## config.mk

```make
export PLATFORM = sky130hd
export DESIGN_NAME = autobaud_sync_resp
export DESIGN_NICKNAME = d
export VERILOG_FILES = /design/src/rtl/autobaud_pkg.sv /design/src/rtl/abr_rx_front.sv /design/src/rtl/abr_period_meter.sv /design/src/rtl/abr_tx_ser.sv /design/src/rtl/autobaud_sync_resp.sv
export SDC_FILE = /design/constraint.sdc
export NUM_CORES = 1
export LEC_CHECK = 0
export BUFFER_PORTS_ARGS = -buffer_cell sky130_fd_sc_hd__buf_2
export CORE_UTILIZATION = 65
export DETAILED_ROUTE_END_ITERATION = 8
export PLACE_DENSITY = 0.94
export REMOVE_ABC_BUFFERS = 1
export SYNTH_ARGS = -nofsm -noshare
export SYNTH_HDL_FRONTEND = slang
export SYNTH_SLANG_ARGS = --single-unit
```

## constraint.sdc

```tcl
create_clock -name clk_i -period 9.35 [get_ports clk_i]
set_input_delay 0.935 -clock clk_i [delete_from_list [all_inputs] [get_ports clk_i]]
set_output_delay 0.935 -clock clk_i [all_outputs]
set_load 0.005 [all_outputs]
```

## src/rtl/autobaud_pkg.sv

```systemverilog
package autobaud_pkg;
  localparam logic [7:0]  SYNC_BYTE  = 8'h55;
  localparam logic [7:0]  ACK_BYTE   = 8'h06;
  localparam int unsigned EDGE_COUNT = 8;

  typedef enum logic [2:0] {
    ABR_INIT,
    ABR_IDLE,
    ABR_MEAS,
    ABR_BIT7,
    ABR_STOP,
    ABR_LOCK
  } abr_state_e;
endpackage

```

## src/rtl/abr_rx_front.sv

```systemverilog
module abr_rx_front #(
  parameter int unsigned SYNC_STAGES = 2
) (
  input  logic clk_i,
  input  logic rst_ni,
  input  logic rx_i,
  output logic rx_s_o,
  output logic fall_o,
  output logic rise_o
);
  logic [SYNC_STAGES-1:0] sync_q;
  logic                   prev_q;

  // idle level is high, so reset to 1 to avoid a false start bit
  always_ff @(posedge clk_i or negedge rst_ni) begin
    if (!rst_ni) begin
      sync_q <= '1;
      prev_q <= 1'b1;
    end else begin
      sync_q <= {sync_q[SYNC_STAGES-2:0], rx_i};
      prev_q <= sync_q[SYNC_STAGES-1];
    end
  end

  assign rx_s_o = sync_q[SYNC_STAGES-1];
  assign fall_o = prev_q & ~rx_s_o;
  assign rise_o = ~prev_q & rx_s_o;
endmodule

```

## src/rtl/abr_period_meter.sv

```systemverilog
module abr_period_meter #(
  parameter int unsigned CW    = 18,
  parameter int unsigned LIMIT = 1000,
  parameter int unsigned EDGES = 8
) (
  input  logic          clk_i,
  input  logic          rst_ni,
  input  logic          start_i,
  input  logic          edge_i,
  output logic          done_o,
  output logic          fail_o,
  output logic [CW-1:0] period_o
);
  localparam int unsigned SH  = $clog2(EDGES);
  localparam int unsigned SW  = CW + SH + 1;
  localparam int unsigned IXW = (SH > 0) ? SH : 1;
  localparam logic [IXW-1:0] LAST_IDX = IXW'(EDGES - 1);

  logic           active_q;
  logic [CW-1:0]  cnt_q, first_q;
  logic [IXW-1:0] idx_q;
  logic [SW-1:0]  sum_q, sum_nxt;
  logic [CW-1:0]  hi, lo;
  logic           in_win;

  always_comb begin
    if (idx_q == '0) begin
      hi = CW'(LIMIT);
      lo = '0;
    end else begin
      hi = first_q + (first_q >> 2);
      lo = first_q - (first_q >> 2);
    end
    in_win  = (cnt_q >= lo) && (cnt_q <= hi);
    sum_nxt = sum_q + SW'(cnt_q);
  end

  always_ff @(posedge clk_i or negedge rst_ni) begin
    if (!rst_ni) begin
      active_q <= 1'b0;
      cnt_q    <= '0;
      first_q  <= '0;
      idx_q    <= '0;
      sum_q    <= '0;
      done_o   <= 1'b0;
      fail_o   <= 1'b0;
      period_o <= '0;
    end else begin
      done_o <= 1'b0;
      fail_o <= 1'b0;
      if (start_i) begin
        active_q <= 1'b1;
        cnt_q    <= CW'(1);
        idx_q    <= '0;
        sum_q    <= '0;
      end else if (active_q) begin
        if (edge_i) begin
          if (!in_win) begin
            fail_o   <= 1'b1;
            active_q <= 1'b0;
          end else begin
            if (idx_q == '0) first_q <= cnt_q;
            if (idx_q == LAST_IDX) begin
              done_o   <= 1'b1;
              period_o <= CW'(sum_nxt >> SH);
              active_q <= 1'b0;
            end else begin
              sum_q <= sum_nxt;
              idx_q <= idx_q + 1'b1;
              cnt_q <= CW'(1);
            end
          end
        end else if (cnt_q > hi) begin
          // no edge inside the window: early abort
          fail_o   <= 1'b1;
          active_q <= 1'b0;
        end else begin
          cnt_q <= cnt_q + 1'b1;
        end
      end
    end
  end
endmodule

```

## src/rtl/abr_tx_ser.sv

```systemverilog
module abr_tx_ser #(
  parameter int unsigned DIV_W  = 16,
  parameter int unsigned DATA_W = 8
) (
  input  logic              clk_i,
  input  logic              rst_ni,
  input  logic              go_i,
  input  logic [DIV_W-1:0]  div_i,
  input  logic [DATA_W-1:0] data_i,
  output logic              tx_o
);
  localparam int unsigned FW = DATA_W + 2;
  localparam int unsigned LW = $clog2(FW + 1);

  logic [FW-1:0]    shf_q;
  logic [LW-1:0]    left_q;
  logic [DIV_W-1:0] bdiv_q, tcnt_q;

  always_ff @(posedge clk_i or negedge rst_ni) begin
    if (!rst_ni) begin
      shf_q  <= '1;
      left_q <= '0;
      bdiv_q <= '0;
      tcnt_q <= '0;
    end else if (go_i) begin
      shf_q  <= {1'b1, data_i, 1'b0};
      left_q <= LW'(FW);
      bdiv_q <= div_i;
      tcnt_q <= '0;
    end else if (left_q != '0) begin
      if (tcnt_q == bdiv_q - 1'b1) begin
        tcnt_q <= '0;
        shf_q  <= {1'b1, shf_q[FW-1:1]};
        left_q <= left_q - 1'b1;
      end else begin
        tcnt_q <= tcnt_q + 1'b1;
      end
    end
  end

  assign tx_o = shf_q[0];
endmodule

```

## src/rtl/autobaud_sync_resp.sv

```systemverilog
module autobaud_sync_resp
  import autobaud_pkg::*;
#(
  parameter  int unsigned STARTUP_CYCLES = 62_500_000,
  parameter  int unsigned DIV_MIN        = 16,
  parameter  int unsigned DIV_MAX        = 65535,
  parameter  int unsigned SYNC_STAGES    = 2,
  localparam int unsigned DIV_W          = $clog2(DIV_MAX + 1)
) (
  input  logic             clk_i,
  input  logic             rst_ni,
  input  logic             rx_i,
  output logic             tx_o,
  output logic             locked_o,
  output logic [DIV_W-1:0] divisor_o
);
  localparam int unsigned CW = DIV_W + 2;
  localparam int unsigned IW = (STARTUP_CYCLES > 1) ? $clog2(STARTUP_CYCLES) : 1;
  localparam logic [IW-1:0] INIT_LAST = IW'(STARTUP_CYCLES - 1);

  abr_state_e       state_q;
  logic [IW-1:0]    init_cnt_q;
  logic [CW-1:0]    smp_cnt_q, per_q;
  logic [DIV_W-1:0] div_q;

  logic          rx_s, rx_fall, rx_rise;
  logic          meas_start, m_done, m_fail;
  logic [CW-1:0] m_period;
  logic          period_ok;
  logic [CW-1:0] b7_mid, stop_mid;
  logic          tx_go;

  abr_rx_front #(.SYNC_STAGES(SYNC_STAGES)) u_front (
    .clk_i  (clk_i),
    .rst_ni (rst_ni),
    .rx_i   (rx_i),
    .rx_s_o (rx_s),
    .fall_o (rx_fall),
    .rise_o (rx_rise)
  );

  assign meas_start = (state_q == ABR_IDLE) && rx_fall;

  abr_period_meter #(
    .CW    (CW),
    .LIMIT (2 * DIV_MAX),
    .EDGES (EDGE_COUNT)
  ) u_meter (
    .clk_i    (clk_i),
    .rst_ni   (rst_ni),
    .start_i  (meas_start),
    .edge_i   (rx_fall | rx_rise),
    .done_o   (m_done),
    .fail_o   (m_fail),
    .period_o (m_period)
  );

  assign period_ok = (m_period >= CW'(DIV_MIN)) && (m_period <= CW'(DIV_MAX));
  assign b7_mid    = per_q >> 1;
  assign stop_mid  = per_q + (per_q >> 1);
  assign tx_go     = (state_q == ABR_STOP) && (smp_cnt_q == stop_mid) && rx_s;

  always_ff @(posedge clk_i or negedge rst_ni) begin
    if (!rst_ni) begin
      state_q    <= ABR_INIT;
      init_cnt_q <= '0;
      smp_cnt_q  <= '0;
      per_q      <= '0;
      div_q      <= '0;
    end else begin
      unique case (state_q)
        ABR_INIT: begin
          if (init_cnt_q == INIT_LAST) state_q <= ABR_IDLE;
          else init_cnt_q <= init_cnt_q + 1'b1;
        end
        ABR_IDLE: if (rx_fall) state_q <= ABR_MEAS;
        ABR_MEAS: begin
          if (m_fail) begin
            state_q <= ABR_IDLE;
          end else if (m_done) begin
            if (period_ok) begin
              per_q     <= m_period;
              smp_cnt_q <= CW'(1);
              state_q   <= ABR_BIT7;
            end else begin
              state_q <= ABR_IDLE;
            end
          end
        end
        ABR_BIT7: begin
          smp_cnt_q <= smp_cnt_q + 1'b1;
          if (smp_cnt_q == b7_mid)
            state_q <= (rx_s == SYNC_BYTE[7]) ? ABR_STOP : ABR_IDLE;
        end
        ABR_STOP: begin
          smp_cnt_q <= smp_cnt_q + 1'b1;
          if (smp_cnt_q == stop_mid) begin
            if (rx_s) begin
              state_q <= ABR_LOCK;
              div_q   <= per_q[DIV_W-1:0];
            end else begin
              state_q <= ABR_IDLE;
            end
          end
        end
        ABR_LOCK: ;
        default: state_q <= ABR_INIT;
      endcase
    end
  end

  abr_tx_ser #(.DIV_W(DIV_W), .DATA_W(8)) u_tx (
    .clk_i  (clk_i),
    .rst_ni (rst_ni),
    .go_i   (tx_go),
    .div_i  (per_q[DIV_W-1:0]),
    .data_i (ACK_BYTE),
    .tx_o   (tx_o)
  );

  assign locked_o  = (state_q == ABR_LOCK);
  assign divisor_o = div_q;
endmodule

```

Word level (Yosys, flattened, before mapping)
Index checks and enable logic that the tools add are counted.
{"block": "word_totals", "mem_bits_rw": 0, "inputBits": 3, "register_bits": 212, "latchBits": 0, "word_cells": 148, "mem_bits_ro": 0, "memories": 0}
{"block": "op_classes", "n_shift": 0, "div_mod_pow": 0, "reduce_logical": 25, "n_lt_le_gt_ge": 5, "n_mul": 0, "n_eq_ne": 22, "add_sub_neg": 11, "bitwise_logic": 9, "muxes": 57}
{"op": "$mux W18", "count": 11}
{"op": "$mux W22", "count": 5}
{"op": "$mux W16", "count": 3}
{"op": "$mux W3", "count": 13}
{"op": "$add A18 B1 Y18 const B", "count": 2}
{"op": "$pmux W18 S2", "count": 1}
{"op": "$mux W10", "count": 3}
{"op": "$add A26 B1 Y26 const B", "count": 1}
{"op": "$eq A26 B26 Y1 const B", "count": 1}
{"op": "$add A22 B18 Y22", "count": 1}
{"op": "$add A18 B16 Y18", "count": 1}
{"op": "$add A18 B17 Y18", "count": 1}
{"op": "$eq A18 B17 Y1", "count": 1}
{"op": "$eq A18 B18 Y1", "count": 1}
{"op": "$ge A18 B18 Y1", "count": 1}
{"op": "$ge A18 B5 Y1 const B", "count": 1}
{"op": "$gt A18 B18 Y1", "count": 1}
{"op": "$le A18 B16 Y1 const B", "count": 1}
{"op": "$le A18 B18 Y1", "count": 1}
{"op": "$pmux W3 S6", "count": 1}
{"op": "$sub A18 B16 Y18", "count": 1}
{"op": "$add A16 B1 Y16 const B", "count": 1}
{"op": "$eq A16 B16 Y1", "count": 1}
{"op": "$mux W1", "count": 16}
{"op": "26 further kinds", "count": 59}

Longest topological paths before layout
Gate-level depths: netlist of run 1.
{"block": "depth", "ltp_word": 8, "ltp_mapped": 24}

Cells and area by module
A second synthesis of run 1 with hierarchy kept.
{"block": "hier_totals", "cells_unflattened": 1524, "area_unflattened_um2": 14543.9}
{"mod": "abr_period_meter", "seq_area_each_um2": 2026.9, "area_each_um2": 6685.2, "n_inst": 1, "cells_per_inst": 724}
{"mod": "autobaud_sync_resp", "seq_area_each_um2": 2026.9, "area_each_um2": 5113.7, "n_inst": 1, "cells_per_inst": 536}
{"mod": "abr_tx_ser", "seq_area_each_um2": 1137.3, "area_each_um2": 2651.3, "n_inst": 1, "cells_per_inst": 259}
{"mod": "abr_rx_front", "seq_area_each_um2": 78.8, "area_each_um2": 93.8, "n_inst": 1, "cells_per_inst": 5}

Least setup slack after synthesis of run 1
No wires, ideal clock.
{"block": "synth_path", "path_kind": "reg-to-reg", "startpoint": "register u_meter.first_q[4]", "endpoint": "register u_meter.idx_q[2]", "t_arrival_ns": 4.672, "n_path_buf": 4, "period_less_slack_ns": 4.804, "slack_ns": 4.546, "setup_ns": 0.132, "required_time_ns": 9.218, "path_stages_with_launch": 25, "path_cell_list": "dfrtp_1 -> inv_1 -> ha_1 -> clkbuf_1 -> a21oi_1 -> o21a_1 -> o211ai_1 -> a31oi_1 -> a2111oi_0 -> o21bai_1 -> xnor2_1 -> nor2_1 -> ha_1 -> a21o_1 -> a21o_1 -> a21oi_1 -> nand2_1 -> o21ai_1 -> and2_1 -> clkbuf_1 -> and4_1 -> buf_2 -> buf_2 -> mux2i_1 -> nor2_1"}
{"block": "synth_via", "elab_chain_len": 6, "elab_cells_between_ends": 9, "cone_classes": "add/sub: 2; order compare: 2; mux: 2; reduce/logical: 3"}
{"item": "start: declaration", "line_no": "abr_period_meter.sv:20", "text": "logic [CW-1:0] cnt_q, first_q;"}
{"item": "start signal: assignment", "line_no": "abr_period_meter.sv:62", "text": "if (idx_q == '0) first_q <= cnt_q;"}
{"item": "$sub A18 B16 Y18 or $add A18 B16 Y18 (tied branches)", "line_no": "abr_period_meter.sv:32, abr_period_meter.sv:31"}
{"item": "$mux W18", "line_no": "abr_period_meter.sv:27", "text": "if (idx_q == '0) begin"}
{"item": "$ge A18 B18 Y1 or $le A18 B18 Y1 (tied branches)", "line_no": "abr_period_meter.sv:34", "text": "in_win = (cnt_q >= lo) && (cnt_q <= hi);"}
{"item": "$logic_and A1 B1 Y1 (*)", "line_no": "abr_period_meter.sv:34"}
{"item": "$reduce_bool A2 Y1 (no source line) (*)"}
{"item": "$reduce_and A4 Y1 (no source line) (*)"}
{"item": "end signal: assignment", "line_no": "abr_period_meter.sv:69", "text": "idx_q <= idx_q + 1'b1;"}
{"item": "end: declaration", "line_no": "abr_period_meter.sv:21", "text": "logic [IXW-1:0] idx_q;"}
Every way passes the cells marked *; elsewhere a longest branch is shown, timed or not.
A chain may end at the register's enable or synchronous reset.

Final worst setup path of run 1
{"block": "layout_path", "startpoint": "register u_meter.first_q[4]", "endpoint": "register u_meter.cnt_q[9]"}
{"block": "layout_via", "elab_chain_len": 6, "elab_cells_between_ends": 11, "cone_classes": "add/sub: 2; order compare: 3; eq/ne: 2; mux: 2; reduce/logical: 2"}
{"item": "$sub A18 B16 Y18 or $add A18 B16 Y18 (tied branches)", "line_no": "abr_period_meter.sv:32, abr_period_meter.sv:31"}
{"item": "$mux W18", "line_no": "abr_period_meter.sv:27"}
{"item": "$ge A18 B18 Y1 or $le A18 B18 Y1 (tied branches)", "line_no": "abr_period_meter.sv:34"}
{"item": "$logic_and A1 B1 Y1", "line_no": "abr_period_meter.sv:34"}
{"item": "$ne A3 B3 Y1 (no source line)"}
{"item": "$reduce_and A4 Y1 (no source line) (*)"}
{"item": "end signal: assignment", "line_no": "abr_period_meter.sv:78", "text": "cnt_q <= cnt_q + 1'b1;"}
{"item": "end: declaration", "line_no": "abr_period_meter.sv:20"}
Marked as above.

==> key figures, run 1 <==
Synthesis
  – Number of synthesized flops with an enable pin: 0
  – Post-synthesis sequential area ratio: 34.69%
  – Synth warn: 0
  – Synthesized instance count: roughly 1,500
  – Synth cell types: 84
  – Seq cells post-synth: 194
  – Synth Cell Area: 0.01404 sq mm
  – Primary FF master, synth: dfrtp_1
  – Ys async rst share: 100.0%
  – Avg Inst Size Synth: 9.134 sq um

Flow run
  – Max-cap violations: 0

STA
  – Slew Limit Fails: 0
  – Worst-margin pin slew: approximately 1300 ps
  – Final Hold Vio Count: 0
  – Final setup fails: 0
  – Setup ws final: 3303 ps
  – Peak Freq: 0.1654 GHz
  – Setup TNS: 0 ps
  – Unrepaired setup endpoints after global routing: false
  – Post-layout min period: just over 6000 ps
  – Final Cycle Share: 64.67%
  – Worst Clk Skew: 16.73 ps
  – Worst rel slew slack: 9.522%

Clock network
  – Total CTS buffers: 17
  – CTS Sinks: slightly below 200
  – Setup bufs post-CTS: 0
  – CTS tree: built
  – Clk root buf: clkbuf_16
  – Clock buffer depth: 2
  – Post-cts sizing count: 0
  – CTS hold repair buffers: 0
  – Htree depth: 4
  – Skew-Pair Late Insertion Delay: 460 ps
  – Clock transition at path regs: ~80 ps

Setup path
  – Max FO, Critical Path: 16
  – Worst R2R Start: u_meter.first_q[4]
  – Critical setup path kind: reg2reg
  – Register-to-Register Path Depth: 20
  – Critical Path Sink Type: flop
  – CP Cell Sequence: inv_1 > ha_1 > a21oi_1 > o21a_1 > o211ai_1 > a31oi_1 > a2111oi_0 > o21bai_1 > xnor2_1 > nor2_1 > ha_1 > a21o_1 > a21o_1 > a21oi_1 > nand2_1 > o21ai_1 > and2_1 > a41oi_1 > or4_1 > a21oi_1
  – Cell family with most CP delay: compound AO/OA/AOI/OAI gates
  – CP most frequent cell: a21oi_1
  – Worst path buffer plus inverter count: 1
  – CP peak stage delay: 790 ps
  – Startpoint Class: flop
  – Internal reg-to-reg setup slack: between 3000 and 4000 ps
  – Critical Path RT: 9720 ps
  – CP arrival: 6410 ps
  – Critical path origin: u_meter.first_q[4]
  – FF-to-FF End: u_meter.cnt_q[9]
  – Worst path slowest cell: a2111oi_0

Die
  – Core box area: 0.02109 sq mm
  – DIE WIDTH: 149.0 microns
  – Die area: 0.02219 sq mm
  – Io pins: 21
  – Die Ht: ~150 microns
  – Effective utilization at floorplan: 66.57%
  – Row count: 53

Global routing
  – Initial antenna violation count: 0
  – Number of global-route vias before repair: 11,730
  – Grt total ovfl: 0
  – First-pass GRT wire length: 57,780 microns
  – Largest net degree at the start of global routing: 87
  – Global-route usage over all layers: 32.60%

Layout
  – Cell area after layout: 0.01490 sq mm
  – Antenna diodes: 0
  – Layout cells sized above 1: 10.46%
  – Synth-to-Final Area Change: 6.168%
  – NumNets Final: between 1,500 and 2,000

Pwr
  – Worst vdd ir: approximately 0.12 mV
  – Static Leak: 0.007313 uW
  – PwrDens: 109.3 mW/mm^2

Worst hold path
  – Hold depth: 0
  – Hold Startpoint: u_front.sync_q[0]
  – Worst Hold Class: reg2reg
  – Hold Crit Endpoint: u_front.sync_q[1]

Routing
  – DR pass1 iterations: 6
  – WL per Instance: slightly below 20 microns
  – Detailed Route WL: 34,920 microns
  – Initial detailed-routing violation count: 996
  – DRC errors left: 0
  – Via/cell ratio: 6.684
  – Detailed-route via count: 12,120
  – DRT antenna net count: 0

Place
  – Placement Cell Area: 0.01428 sq mm
  – IO buf count: 20
  – HPWL Detailed: 24,040 microns
  – Gpl congestion: 0.9489
  – DP Worst Slack: 3581 ps

Run status
  – Status: finished, final reports clean
-- sequential cells by signal, summed over array words and instances, names as in the netlist, 2 cells and up --
signal            count
init_cnt_q           26
u_meter.first_q      18
u_tx.left_q           4
per_q                18
u_front.sync_q        2
u_meter.period_o     18
u_meter.sum_q        21
smp_cnt_q            18
u_meter.cnt_q        18
divisor_o            16
u_meter.idx_q         3
state_q               3
u_tx.tcnt_q          16
u_tx.shf_q            9
-- routing by layer --
metal	wire length, microns	global-route usage (%)	vias up
met2	16920	54.19	593
li1	-	-	5500
met4	1039	14.59	0
met5	0	0	-
met3	2577	5.505	128
met1	14380	41.75	5903
-- power breakdown --
group          leakage (uW)  internal (uW)  switching (uW)
clock              0.000305            394             372
combinational       0.00435           2.51            20.5
sequential          0.00265            840           0.452
total               0.00731           1240             393
-- layout make-up --
| cell class | count | area (sq um) |
|---|---|---|
| multi-input cells | 1224 | 8677 |
| fillers | 1442 | 6183 |
| flip-flops and latches | 194 | 4870 |
| clock buffers | 18 | 439.2 |
| well taps | 275 | 344.1 |
| inverters | 64 | 240.2 |
| clock inverters | 14 | 187.7 |
| repair buffers | 25 | 146.4 |
-- cell usage after synthesis, types with 27 or more instances --
cell | n | area (sq um)
nor3_1 | 47 | 235.2
ha_1 | 114 | 1426
nand2_1 | 133 | 499.2
nand3_1 | 59 | 295.3
dfrtp_1 | 182 | 4554
nand4_1 | 29 | 181.4
mux2i_1 | 42 | 420.4
o21ai_0 | 54 | 270.3
clkbuf_1 | 41 | 153.9
xnor2_1 | 76 | 665.6
xor2_1 | 62 | 543.0
and3_1 | 27 | 168.9
a21oi_1 | 82 | 410.4
a21o_1 | 31 | 232.7
nor2_1 | 125 | 469.2
inv_1 | 64 | 240.2
mux2_2 | 60 | 675.7
-- placed cells by master, fill, tap and decap left out, types with 7 or more instances in the layout --
cell and n:
a211oi_1 7, a21o_1 31, a21oi_1 82, a31oi_1 12, and2_1 18, and3_1 27
buf_2 19, clkbuf_16 17, dfrtp_1 182, dfstp_2 12, ha_1 114, inv_1 64
mux2_2 60, mux2i_1 42, nand2_1 133, nand2b_1 20, nand3_1 59, nand3b_1 8
nand4_1 29, nor2_1 125, nor2b_1 16, nor3_1 47, nor3b_1 13, nor4_1 18
o211ai_1 9, o21a_1 11, o21ai_0 54, o21bai_1 10, o31ai_1 11, or2_2 11
or3_1 21, or4_1 11, xnor2_1 76, xor2_1 62
-- through the flow --
| step | std cells | total power, uW | util (%) | hold WS, ps |
|---|---|---|---|---|
| 2_1_floorplan | 1482 | 860.2 | - | 345.2 |
| 3_3_place_gp | 1782 | 879.2 | 67.71 | 346.1 |
| 3_5_place_dp | 1782 | 879.9 | 67.71 | 348.2 |
| 4_1_cts | 1814 | 1632 | 70.68 | 360.7 |
| 5_1_grt | 1814 | 1667 | 70.68 | 366.6 |
| 6_report | 1814 | 1629 | 70.68 | 359.5 |
-- worst register-to-register path: cells and delay by family (launching register included) --
| kind | cells | cell delay, ps |
|---|---|---|
| compound gates | 12 | 3290 |
| simple gates | 4 | 1250 |
| fa+ha+maj | 2 | 710 |
| flops | 1 | 450 |
| xor+xnor | 1 | 200 |
| buf+inv | 1 | 70 |
-- how the worst max path moves through the flow --
| stage | to | slack (ps) | cells after the start |
|---|---|---|---|
| finish | u_meter.cnt_q[9] | 3300 | 20 |
| CTS | u_meter.cnt_q[9] | 3450 | 21 |
| global placement | u_meter.first_q[5] | 3860 | 20 |
| global route | u_meter.first_q[9] | 2850 | 20 |
| floorplan | u_meter.idx_q[2] | 4570 | 21 |
| detailed placement | u_meter.first_q[10] | 3580 | 20 |
-- logic make-up (layout without fill, tap and decap cells) --
group | count (synthesis) | in the layout | share of synthesized area (%)
AND/OR/NAND/NOR | 581 | 581 | 21.38
adder cells (fa/ha/maj) | 118 | 118 | 10.73
AO/OA/AOI/OAI | 285 | 285 | 13.28
multiplexers | 102 | 102 | 7.807
XOR/XNOR | 138 | 138 | 8.610
buffers and inverters | 119 | 121 | 3.503
flip-flops | 194 | 194 | 34.69
Note: power is estimated with default switching activity, not from simulation.
==> run 2: changes to the inputs <==
- CORE_UTILIZATION: 65 -> 58
- PLACE_DENSITY: 0.94 -> 0.89
- clock period: 9.35 -> 5.4 ns (I/O delays scaled with it)
==> key figures, run 2 (synthesized netlist as in run 1, its figures left out) <==
Setup path
  – Max FO, Critical Path: 14 (-2)
  – CP Cell Sequence: inv_1 > ha_1 > nor2b_1 > o21a_1 > o21ai_0 > a21oi_1 > a311o_1 > o311ai_1 > a31oi_1 > o21a_1 > o21ai_0 > ha_1 > a21oi_1 > o21ai_0 > nor3_1 > o31ai_2 > a41oi_1 > buf_4 > nand2_1 > mux2_2
  – Worst R2R Start: u_meter.first_q[3]
  – CP most frequent cell: o21ai_0
  – CP arrival: 5360 ps (-1050 ps)
  – CP peak stage delay: 450 ps (-340 ps)
  – Critical setup path kind: reg2reg
  – Critical Path RT: 5730 ps (-3990 ps)
  – Critical Path Sink Type: flop
  – Cell family with most CP delay: compound AO/OA/AOI/OAI gates
  – Register-to-Register Path Depth: 20 (unchanged)
  – Startpoint Class: flop
  – FF-to-FF End: u_meter.cnt_q[0]
  – Worst path buffer plus inverter count: 2 (+1)
  – Internal reg-to-reg setup slack: 370 ps (-2930 ps)
  – Worst path slowest cell: a311o_1

Layout
  – Reg area: 0.004870 sq mm (unchanged)
  – Synth-to-Final Area Change: 7.469%
  – Multi-input logic area: 0.008713 sq mm (+0.42%)
  – Layout cells sized above 1: 11.43% (+0.97 points)
  – Antenna diodes: 0 (unchanged)
  – Cell area after layout: 0.01509 sq mm (+1.2%)
  – Commonest non-fill, non-tap cell in the layout: dfrtp_1
  – Final non-filler cell total: 1,867 (+2.9%)
  – Biggest regs: init_cnt_q x26, u_meter.sum_q x21
  – Commonest non-fill, non-tap cells in the layout: dfrtp_1, nand2_1, nor2_1
  – Max reg flops: 26 (unchanged)
  – NumNets Final: 1,656 (+0.55%)
  – Reg with most FFs: init_cnt_q
  – Fill count: 1,849 (+28%)
  – Layout Utilization: 63.89% (-6.8 points)

Clock network
  – Total CTS buffers: 17 (unchanged)
  – Skew-Pair Late Insertion Delay: 450 ps (about the same)
  – Htree depth: 4 (unchanged)
  – Clock buffer depth: 2 (unchanged)
  – Clock transition at path regs: 80 ps (about the same)
  – CTS tree: built
  – Clk root buf: clkbuf_16
  – CTS Sinks: 194 (unchanged)

Routing
  – Via/cell ratio: 6.275 (-6.1%)
  – WL met3: 2084 microns (-19%)
  – Detailed-route via count: 11,720 (-3.4%)
  – WL per Instance: 17.95 microns (-6.7%)
  – DRC errors left: 0 (unchanged)
  – M1 WL: 14,330 microns (-0.34%)
  – Top Layer Used: met4
  – Initial detailed-routing violation count: 1,019 (+2.3%)
  – Detailed Route WL: 33,520 microns (-4.0%)
  – Met2 Wirelength: 16,370 microns (-3.2%)
  – DRT antenna net count: 0 (unchanged)
  – DR pass1 iterations: 5 (-1)

Place
  – Gpl congestion: 0.9257 (-2.4%)
  – Placement Cell Area: 0.01441 sq mm (+0.95%)
  – IO buf count: 20 (unchanged)
  – HPWL Detailed: 23,830 microns (-0.87%)
  – DP Worst Slack: 180.3 ps (-3401 ps)
  – DP Cell Count: 1,835 (+3.0%)

STA
  – Worst Clk Skew: 9.785 ps (-6.949 ps)
  – Final Cycle Share: 93.15% (+28 points)
  – Setup ws final: 369.9 ps (-2933 ps)
  – Worst-margin pin slew: 1210 ps (-129.9 ps)
  – Final Hold Vio Count: 0 (unchanged)
  – Peak Freq: 0.1988 GHz (+20%)
  – Final setup fails: 0 (unchanged)
  – Post-layout min period: 5030 ps (-1017 ps)
  – Setup TNS: 0 ps (unchanged)
  – Worst rel slew slack: 19.36% (+9.8 points)
  – Slew Limit Fails: 0 (unchanged)
  – Unrepaired setup endpoints after global routing: false

Die
  – Die Ht: 157.6 microns (+5.8%)
  – DIE WIDTH: 157.6 microns (+5.8%)
  – Core box area: 0.02361 sq mm (+12%)
  – Die area: 0.02483 sq mm (+12%)
  – Effective utilization at floorplan: 59.45% (-7.1 points)
  – Io pins: 21 (unchanged)
  – Row count: 56 (+5.7%)

Global routing
  – Grt total ovfl: 0 (unchanged)
  – Largest net degree at the start of global routing: 95 (+9.2%)
  – Number of global-route vias before repair: 11,550 (-1.5%)
  – First-pass GRT wire length: 56,260 microns (-2.6%)
  – Global-route usage over all layers: 28.43% (-4.2 points)
  – Initial antenna violation count: 0 (unchanged)

Run status
  – Status: finished, final reports clean

Pwr
  – Static Leak: 0.007383 uW (+0.96%)
  – Worst vdd ir: 0.1865 mV (+53%)
  – PwrDens: 190.1 mW/mm^2 (+74%)

Flow run
  – Max-cap violations: 0 (unchanged)

Worst hold path
  – Worst Hold Class: in2async
[run 2: cell count changes in the layout (fill, tap and decap cells not counted), moves of 2 or more]
cell | previous run | this run
o21ai_1 | 2 | 4
clkinv_8 | 6 | 1
buf_4 | 5 | 13
o21ai_0 | 54 | 52
clkinv_4 | 0 | 3
bufinv_16 | 1 | 3
a2111oi_2 | 0 | 2
inv_8 | 1 | 4
[run 2: worst max-delay path by stage]
stage	startpoint	end	slack, ps	depth (start not counted)
floorplan	u_meter.first_q[3]	u_meter.idx_q[2]	620	21
global placement	u_meter.first_q[3]	u_meter.sum_q[20]	350	21
detailed placement	u_meter.first_q[3]	u_meter.cnt_q[11]	180	22
CTS	u_meter.first_q[3]	u_meter.sum_q[20]	170	21
global route	u_meter.first_q[3]	u_meter.cnt_q[0]	10	20
finish	u_meter.first_q[3]	u_meter.cnt_q[0]	370	20
[run 2: per-stage QoR]
stage                     hold slack [ps]  power [uW]
after global placement              346.1        1523
after global routing                168.6        2953
after detailed placement            349.4        1524
final                               163.7        2869
after floorplan                     244.4        1489
after CTS                           182.6        2883
[run 2: final cells by class]
type	count	area share (%)
well taps	319	2.646
multi-input cells	1224	57.75
repair buffers	34	1.501
clock buffers	17	2.820
clock inverters	15	1.410
inverters	64	1.592
flip-flops and latches	194	32.28
[run 2: where the power goes]
part,internal [uW],switching (uW)
sequential,1450,0.818
clock,754,620
combinational,4.29,34.9
[run 2: timing repair]
action / CTS / global route
hold buffers: 0 / 0
endpoints found under the setup margin: 0 / 74
endpoints found under the hold margin: 0 / 0
buffers inserted: 0 / 0
resized for setup: 0 / 10
[run 2: layer usage]
metal  GRT usage [%]  vias to the layer above
li1                -                     5508
met1           36.37                     5706
met2           48.95                      432
met3           4.681                       69
met4           9.246                        0
met5               0                        -
